## src/rtl/mdu_pkg.sv

```systemverilog
package mdu_pkg;
  // bit 1 selects divide, bit 0 selects unsigned
  typedef enum logic [1:0] {
    OP_MUL_S = 2'b00,
    OP_MUL_U = 2'b01,
    OP_DIV_S = 2'b10,
    OP_DIV_U = 2'b11
  } mdu_op_e;
endpackage

```

## src/rtl/mdu_mul.sv

```systemverilog
module mdu_mul #(
  parameter int W   = 32,
  parameter int LAT = 4
) (
  input  logic         clk,
  input  logic         rst_n,
  input  logic         start,
  input  logic         abort,
  input  logic         is_signed,
  input  logic [W-1:0] a,
  input  logic [W-1:0] b,
  output logic         active,
  output logic         done,
  output logic [W-1:0] prod_hi,
  output logic [W-1:0] prod_lo
);
  localparam int CW = $clog2(LAT + 1);
  localparam int PW = 2 * W + 2;

  logic [CW-1:0]       cnt_q;
  logic [2*W-1:0]      prod_q;
  logic signed [W:0]   ext_a, ext_b;
  logic signed [PW-1:0] full;

  assign ext_a = {is_signed & a[W-1], a};
  assign ext_b = {is_signed & b[W-1], b};
  assign full  = PW'(ext_a) * PW'(ext_b);

  always_ff @(posedge clk) begin
    if (!rst_n) begin
      active <= 1'b0;
      cnt_q  <= '0;
      prod_q <= '0;
    end else if (start) begin
      active <= 1'b1;
      cnt_q  <= CW'(LAT - 1);
      prod_q <= full[2*W-1:0];
    end else if (abort) begin
      active <= 1'b0;
    end else if (active) begin
      if (cnt_q == '0) active <= 1'b0;
      else             cnt_q  <= cnt_q - 1'b1;
    end
  end

  assign done    = active && (cnt_q == '0) && !abort;
  assign prod_hi = prod_q[2*W-1:W];
  assign prod_lo = prod_q[W-1:0];
endmodule

```

## src/rtl/mdu_div.sv

```systemverilog
module mdu_div #(
  parameter int W = 32
) (
  input  logic         clk,
  input  logic         rst_n,
  input  logic         start,
  input  logic         abort,
  input  logic         is_signed,
  input  logic [W-1:0] a,
  input  logic [W-1:0] b,
  output logic         active,
  output logic         done,
  output logic [W-1:0] quo_out,
  output logic [W-1:0] rem_out
);
  localparam int CW = $clog2(W + 1);

  logic [CW-1:0] cnt_q;
  logic [W-1:0]  rem_q, quo_q, dvs_q;
  logic          negq_q, negr_q;
  logic [W-1:0]  a_mag, b_mag;
  logic [W:0]    shifted, trial;
  logic          fits;
  logic [W-1:0]  rem_n, quo_n;

  assign a_mag = (is_signed && a[W-1]) ? (~a + 1'b1) : a;
  assign b_mag = (is_signed && b[W-1]) ? (~b + 1'b1) : b;

  // one restoring step per cycle
  assign shifted = {rem_q, quo_q[W-1]};
  assign trial   = shifted - {1'b0, dvs_q};
  assign fits    = !trial[W];
  assign rem_n   = fits ? trial[W-1:0] : shifted[W-1:0];
  assign quo_n   = {quo_q[W-2:0], fits};

  always_ff @(posedge clk) begin
    if (!rst_n) begin
      active <= 1'b0;
      cnt_q  <= '0;
      rem_q  <= '0;
      quo_q  <= '0;
      dvs_q  <= '0;
      negq_q <= 1'b0;
      negr_q <= 1'b0;
    end else if (start) begin
      active <= 1'b1;
      cnt_q  <= CW'(W - 1);
      rem_q  <= '0;
      quo_q  <= a_mag;
      dvs_q  <= b_mag;
      negq_q <= is_signed && (a[W-1] ^ b[W-1]);
      negr_q <= is_signed && a[W-1];
    end else if (abort) begin
      active <= 1'b0;
    end else if (active) begin
      rem_q <= rem_n;
      quo_q <= quo_n;
      if (cnt_q == '0) active <= 1'b0;
      else             cnt_q  <= cnt_q - 1'b1;
    end
  end

  assign done    = active && (cnt_q == '0) && !abort;
  assign quo_out = negq_q ? (~quo_n + 1'b1) : quo_n;
  assign rem_out = negr_q ? (~rem_n + 1'b1) : rem_n;
endmodule

```

## src/rtl/mdu_hilo.sv

```systemverilog
module mdu_hilo #(
  parameter int W = 32
) (
  input  logic         clk,
  input  logic         rst_n,
  input  logic         hold,
  input  logic         res_we,
  input  logic [W-1:0] res_hi,
  input  logic [W-1:0] res_lo,
  input  logic         wr_hi,
  input  logic         wr_lo,
  input  logic [W-1:0] wr_data,
  output logic [W-1:0] hi,
  output logic [W-1:0] lo
);
  logic         phi_v, plo_v;
  logic [W-1:0] phi_q, plo_q;
  logic         phi_vn, plo_vn;
  logic [W-1:0] phi_n, plo_n;

  // deferred writes, newest strobe wins
  always_comb begin
    phi_vn = phi_v | (hold & wr_hi);
    plo_vn = plo_v | (hold & wr_lo);
    phi_n  = (hold & wr_hi) ? wr_data : phi_q;
    plo_n  = (hold & wr_lo) ? wr_data : plo_q;
  end

  always_ff @(posedge clk) begin
    if (!rst_n) begin
      hi    <= '0;
      lo    <= '0;
      phi_v <= 1'b0;
      plo_v <= 1'b0;
      phi_q <= '0;
      plo_q <= '0;
    end else if (res_we) begin
      hi    <= phi_vn ? phi_n : res_hi;
      lo    <= plo_vn ? plo_n : res_lo;
      phi_v <= 1'b0;
      plo_v <= 1'b0;
    end else if (hold) begin
      phi_v <= phi_vn;
      plo_v <= plo_vn;
      phi_q <= phi_n;
      plo_q <= plo_n;
    end else begin
      if (wr_hi) hi <= wr_data;
      if (wr_lo) lo <= wr_data;
    end
  end
endmodule

```

## src/rtl/muldiv_unit.sv

```systemverilog
module muldiv_unit #(
  parameter int WIDTH   = 32,
  parameter int MUL_LAT = 4
) (
  input  logic             clk,
  input  logic             rst_n,
  input  logic             op_start,
  input  logic [1:0]       op_code,
  input  logic [WIDTH-1:0] op_a,
  input  logic [WIDTH-1:0] op_b,
  input  logic             rd_hi_req,
  input  logic             rd_lo_req,
  output logic             rd_stall,
  output logic [WIDTH-1:0] rd_data,
  input  logic             wr_hi,
  input  logic             wr_lo,
  input  logic [WIDTH-1:0] wr_data,
  output logic             busy
);
  import mdu_pkg::*;

  mdu_op_e          op;
  logic             is_div, is_signed;
  logic             mul_active, mul_done, div_active, div_done;
  logic [WIDTH-1:0] mul_hi, mul_lo, div_quo, div_rem;
  logic [WIDTH-1:0] hi_val, lo_val;
  logic             res_we;
  logic [WIDTH-1:0] res_hi, res_lo;

  assign op        = mdu_op_e'(op_code);
  assign is_div    = (op == OP_DIV_S) || (op == OP_DIV_U);
  assign is_signed = (op == OP_MUL_S) || (op == OP_DIV_S);

  mdu_mul #(.W(WIDTH), .LAT(MUL_LAT)) mul_i (
    .clk(clk), .rst_n(rst_n),
    .start(op_start && !is_div), .abort(op_start),
    .is_signed(is_signed), .a(op_a), .b(op_b),
    .active(mul_active), .done(mul_done),
    .prod_hi(mul_hi), .prod_lo(mul_lo)
  );

  mdu_div #(.W(WIDTH)) div_i (
    .clk(clk), .rst_n(rst_n),
    .start(op_start && is_div), .abort(op_start),
    .is_signed(is_signed), .a(op_a), .b(op_b),
    .active(div_active), .done(div_done),
    .quo_out(div_quo), .rem_out(div_rem)
  );

  assign busy   = mul_active | div_active;
  assign res_we = mul_done | div_done;
  assign res_hi = div_done ? div_rem : mul_hi;
  assign res_lo = div_done ? div_quo : mul_lo;

  mdu_hilo #(.W(WIDTH)) hilo_i (
    .clk(clk), .rst_n(rst_n),
    .hold(busy | op_start),
    .res_we(res_we), .res_hi(res_hi), .res_lo(res_lo),
    .wr_hi(wr_hi), .wr_lo(wr_lo), .wr_data(wr_data),
    .hi(hi_val), .lo(lo_val)
  );

  assign rd_stall = (rd_hi_req | rd_lo_req) & busy;
  assign rd_data  = rd_hi_req ? hi_val : lo_val;
endmodule

```

## config.mk

```make
export PLATFORM = sky130hd
export DESIGN_NAME = muldiv_unit
export DESIGN_NICKNAME = d
export VERILOG_FILES = /design/src/rtl/mdu_pkg.sv /design/src/rtl/mdu_mul.sv /design/src/rtl/mdu_div.sv /design/src/rtl/mdu_hilo.sv /design/src/rtl/muldiv_unit.sv
export SDC_FILE = /design/constraint.sdc
export NUM_CORES = 2
export LEC_CHECK = 0
export ABC_AREA = 1
export BUFFER_PORTS_ARGS = -buffer_cell sky130_fd_sc_hd__buf_2
export CAP_MARGIN = 20
export CORE_MARGIN = 2
export CORE_UTILIZATION = 43
export CTS_CLUSTER_SIZE = 10
export DETAILED_ROUTE_END_ITERATION = 8
export PLACE_DENSITY = 0.68
export SETUP_SLACK_MARGIN = 0.5
export SKIP_CTS_REPAIR_TIMING = 1
export SLEW_MARGIN = 40
export SYNTH_ARGS = -nofsm -noshare
export SYNTH_HDL_FRONTEND = slang
export SYNTH_HIERARCHICAL = 1
export SYNTH_SLANG_ARGS = --single-unit
```

## constraint.sdc

```tcl
create_clock -name clk -period 8.6 [get_ports clk]
set_input_delay 1.72 -clock clk [delete_from_list [all_inputs] [get_ports clk]]
set_output_delay 1.72 -clock clk [all_outputs]
set_load 0.005 [all_outputs]
```

==> flow_metrics.py <==
metrics = {
    "synthesis": {
        "syn_area_um2": 62000,
        "seq_area_frac_synth": 0.0978,
        "synth_area_leaders": "fa_1 (36%), nand2_1 (17%), inv_1 (14%)",
        "avgSynthCellArea_um2": 6.95,
        "ys_warn_count": 6,
        "yosys_register_bits": 303,
        "synth_cell_types": 54,
        "synth_edf_count": 0,
        "synth_async_sr_flop_share": 0,
        "synth_flop_cell": "dfxtp_1",
        "synthCells": 8919,
        "syn_nets": 10400,
        "yosys.area.top_type": "fa_1",
        "yosysTopAreaCellShare": 0.363,
    },
    "critical_path": {
        "critPathKind": "input pin to flop",
        "worstPathRequired_ns": 9.08,
        "crit_path_top_delay_cell": "fa_2",
        "crit_path_end_kind": "flop",
        "cp.arrival_ns": 8.69,
        "crit_fanout": 6,
        "startpoint_type": "input pin",
        "crit_path_frequent_cell": "fa_1",
        "cp_slowest_stage_delay_ns": 0.61,
    },
    "sta": {
        "slew_headroom": 0.364,
        "finalMaxSlewViolations": 0,
        "worstMarginPinSlew_ns": 0.954,
        "hold_violations": 0,
        "fin_crit_sh": 0.954,
        "rsz0062_at_grt": "yes",
        "fin_skew_ns": 0.0258,
        "fmaxAchievable_mhz": 122,
        "fin_crit_ns": 8.21,
        "final-setup-viol-count": 0,
    },
    "run_status": {
        "status": "completed",
    },
    "die": {
        "die-width_um": 384,
        "die_h_um": 384,
        "num_rows": 139,
        "die_area_um2": 147000,
        "boundaryPins": 139,
        "start_util": 0.432,
        "coreArea_um2": 143000,
    },
    "route": {
        "via_per_inst": 5.18,
        "via_count": 57500,
        "drc": 0,
        "dr.pass1.iters": 6,
        "drt_wl_total_mm": 216,
        "drt_iter0_drc": 5710,
        "ant_nets": 0,
        "routedWlPerCell_um": 19.5,
    },
    "placement": {
        "dpl.hpwl_mm": 177,
        "dpl_cell_area_um2": 67800,
        "place.gp.congestion": 0.988,
        "portBuffers": 138,
    },
    "global_routing": {
        "gr-total-overflow": 0,
        "grt_usage": 0.295,
        "grt_pass1_vias": 57800,
        "antenna_found_initial": 10,
        "grt_pass1_wl_mm": 336,
        "grt_start_max_net_pins": 162,
    },
    "clock_tree": {
        "clkSinkCount": 303,
        "cts_tree": "done",
        "clock_latency_ns": 0.60,
        "root_buffer": "clkbuf_16",
        "cts.htree.levels": 2,
        "clkTransAtPathRegs_ns": 0.06,
        "cts-buffers-inserted": 39,
        "cts.path.max_buffers": 3,
    },
    "finish": {
        "syn2layout_area_growth_pct": 14.4,
        "layout-drive-gt1-share": 0.124,
        "final_cell_area_um2": 71000,
        "final_nets": 10700,
        "fill_cells": 14200,
    },
    "flow_run": {
        "cap_violations": 0,
    },
    "min_path": {
        "hp-class": "flop to flop",
    },
}
stage by stage:
step / util / hold slack (ns) / setup slack (ns) / TNS, ns / instances
after floorplan: - / 0.418 / 0.386 / 0 / 8919
after global placement: 0.472 / 0.432 / -0.423 / -6.87 / 11000
after detailed placement: 0.472 / 0.433 / -0.403 / -9.21 / 11000
after CTS: 0.481 / 0.447 / 0.164 / 0 / 11100
after global routing: 0.494 / 0.467 / 0.225 / 0 / 11100
final: 0.494 / 0.445 / 0.392 / 0 / 11100
metal layers:
layer  GRT usage  share of wire
met5           0        0.00012
met4      0.0993          0.040
met3      0.0457          0.085
met2       0.476           0.46
met1       0.403           0.42
worst paths after layout:
path	end	slack, ns	start	cells after the start
setup reg to reg	hilo_i/lo[28]	3.59	div_i/quo_q[31]	34
hold reg to reg	mul_i/prod_q[5]	0.45	mul_i/prod_q[5]	2
setup / recovery	mul_i/prod_q[44]	0.39	op_code[0]	32
hold / removal	mul_i/prod_q[5]	0.45	mul_i/prod_q[5]	2
logic make-up after synthesis:
family / Yosys count / share of synthesized area
simple gates: 3761 / 0.246
buf+inv: 2696 / 0.168
fa+ha+maj: 1377 / 0.414
compound gates: 672 / 0.0589
flops: 303 / 0.0978
xor+xnor: 110 / 0.0155
layout by cell type, fill, tap and decap left out, drive strengths merged, types with 2 or more instances in the layout:
master    Yosys  final
a21o          3      3
a21oi       240    240
a31oi        72     72
a32oi         2      2
and2         13     13
and3         10     10
buf         101    643
bufinv        0      3
clkbuf      343     67
clkinv        6     14
clkinvlp      0      3
dfxtp       303    303
diode         0      7
fa         1126   1126
ha          251    251
inv        2246   2244
nand2      2776   2776
nand3       403    403
nand3b       18     18
nand4        43     43
nor2        430    430
nor3         40     40
nor3b         2      2
nor4         11     11
o211ai       18     18
o21a          2      2
o21ai       289    289
o21bai       17     17
o221ai        3      3
o22ai        12     12
o31ai         4      4
o32ai         7      7
or2          14     14
xnor2        26     26
xor2         84     84
worst max-delay path, delay by kind of cell:
family,cells,cell delay (ns)
buffers and inverters,13,1.16
adder cells (fa/ha/maj),9,4.33
AND/OR/NAND/NOR,10,1.47
Yosys cell counts, types with 6 or more instances:
master and count:
inv_2 9, and3_1 10, nor4_1 9, buf_6 21
nor2_1 405, clkinv_1 6, nand3b_1 18, nand3_2 9
clkbuf_1 343, nand3_1 393, xnor2_1 26, nand2_2 26
xor2_1 84, buf_4 10, fa_1 1126, buf_1 12
o32ai_1 7, o22ai_1 12, and2_1 13, o21ai_0 254
a21oi_1 238, nor2_2 25, o21ai_1 33, nand4_1 43
a31oi_1 72, dfxtp_1 303, o21bai_1 17, nor3_1 35
or2_2 14, ha_1 251, nand2_1 2744, buf_2 57
o211ai_1 18, inv_1 2237
flip-flops by register name, indices dropped and copies added, names as in the netlist:
register and count:
mul_i/prod_q 64, div_i/dvs_q 32, div_i/quo_q 32, div_i/rem_q 32, hilo_i/hi 32, hilo_i/lo 32, hilo_i/phi_q 32, hilo_i/plo_q 32
div_i/cnt_q 6, mul_i/cnt_q 3, div_i/active 1, div_i/negq_q 1, div_i/negr_q 1, hilo_i/phi_v 1, hilo_i/plo_v 1, mul_i/active 1
layout make-up:
| class | instances | area (um^2) | area share |
|---|---|---|---|
| Multi-Input combinational cell | 5920 | 47200 | 0.665 |
| Inverter | 2252 | 8490 | 0.120 |
| Sequential cell | 303 | 6070 | 0.0855 |
| Timing Repair Buffer | 665 | 5570 | 0.0785 |
| Tap cell | 1903 | 2380 | 0.0336 |
| Clock buffer | 45 | 1020 | 0.0144 |
| Clock inverter | 11 | 198 | 0.00279 |
| Antenna cell | 7 | 17.5 | 0.000247 |
| Timing Repair inverter | 1 | 6.26 | 0.0000882 |
Power is not shown: default switching activity piles up to over one toggle a cycle in this logic, so the estimate is an artifact.
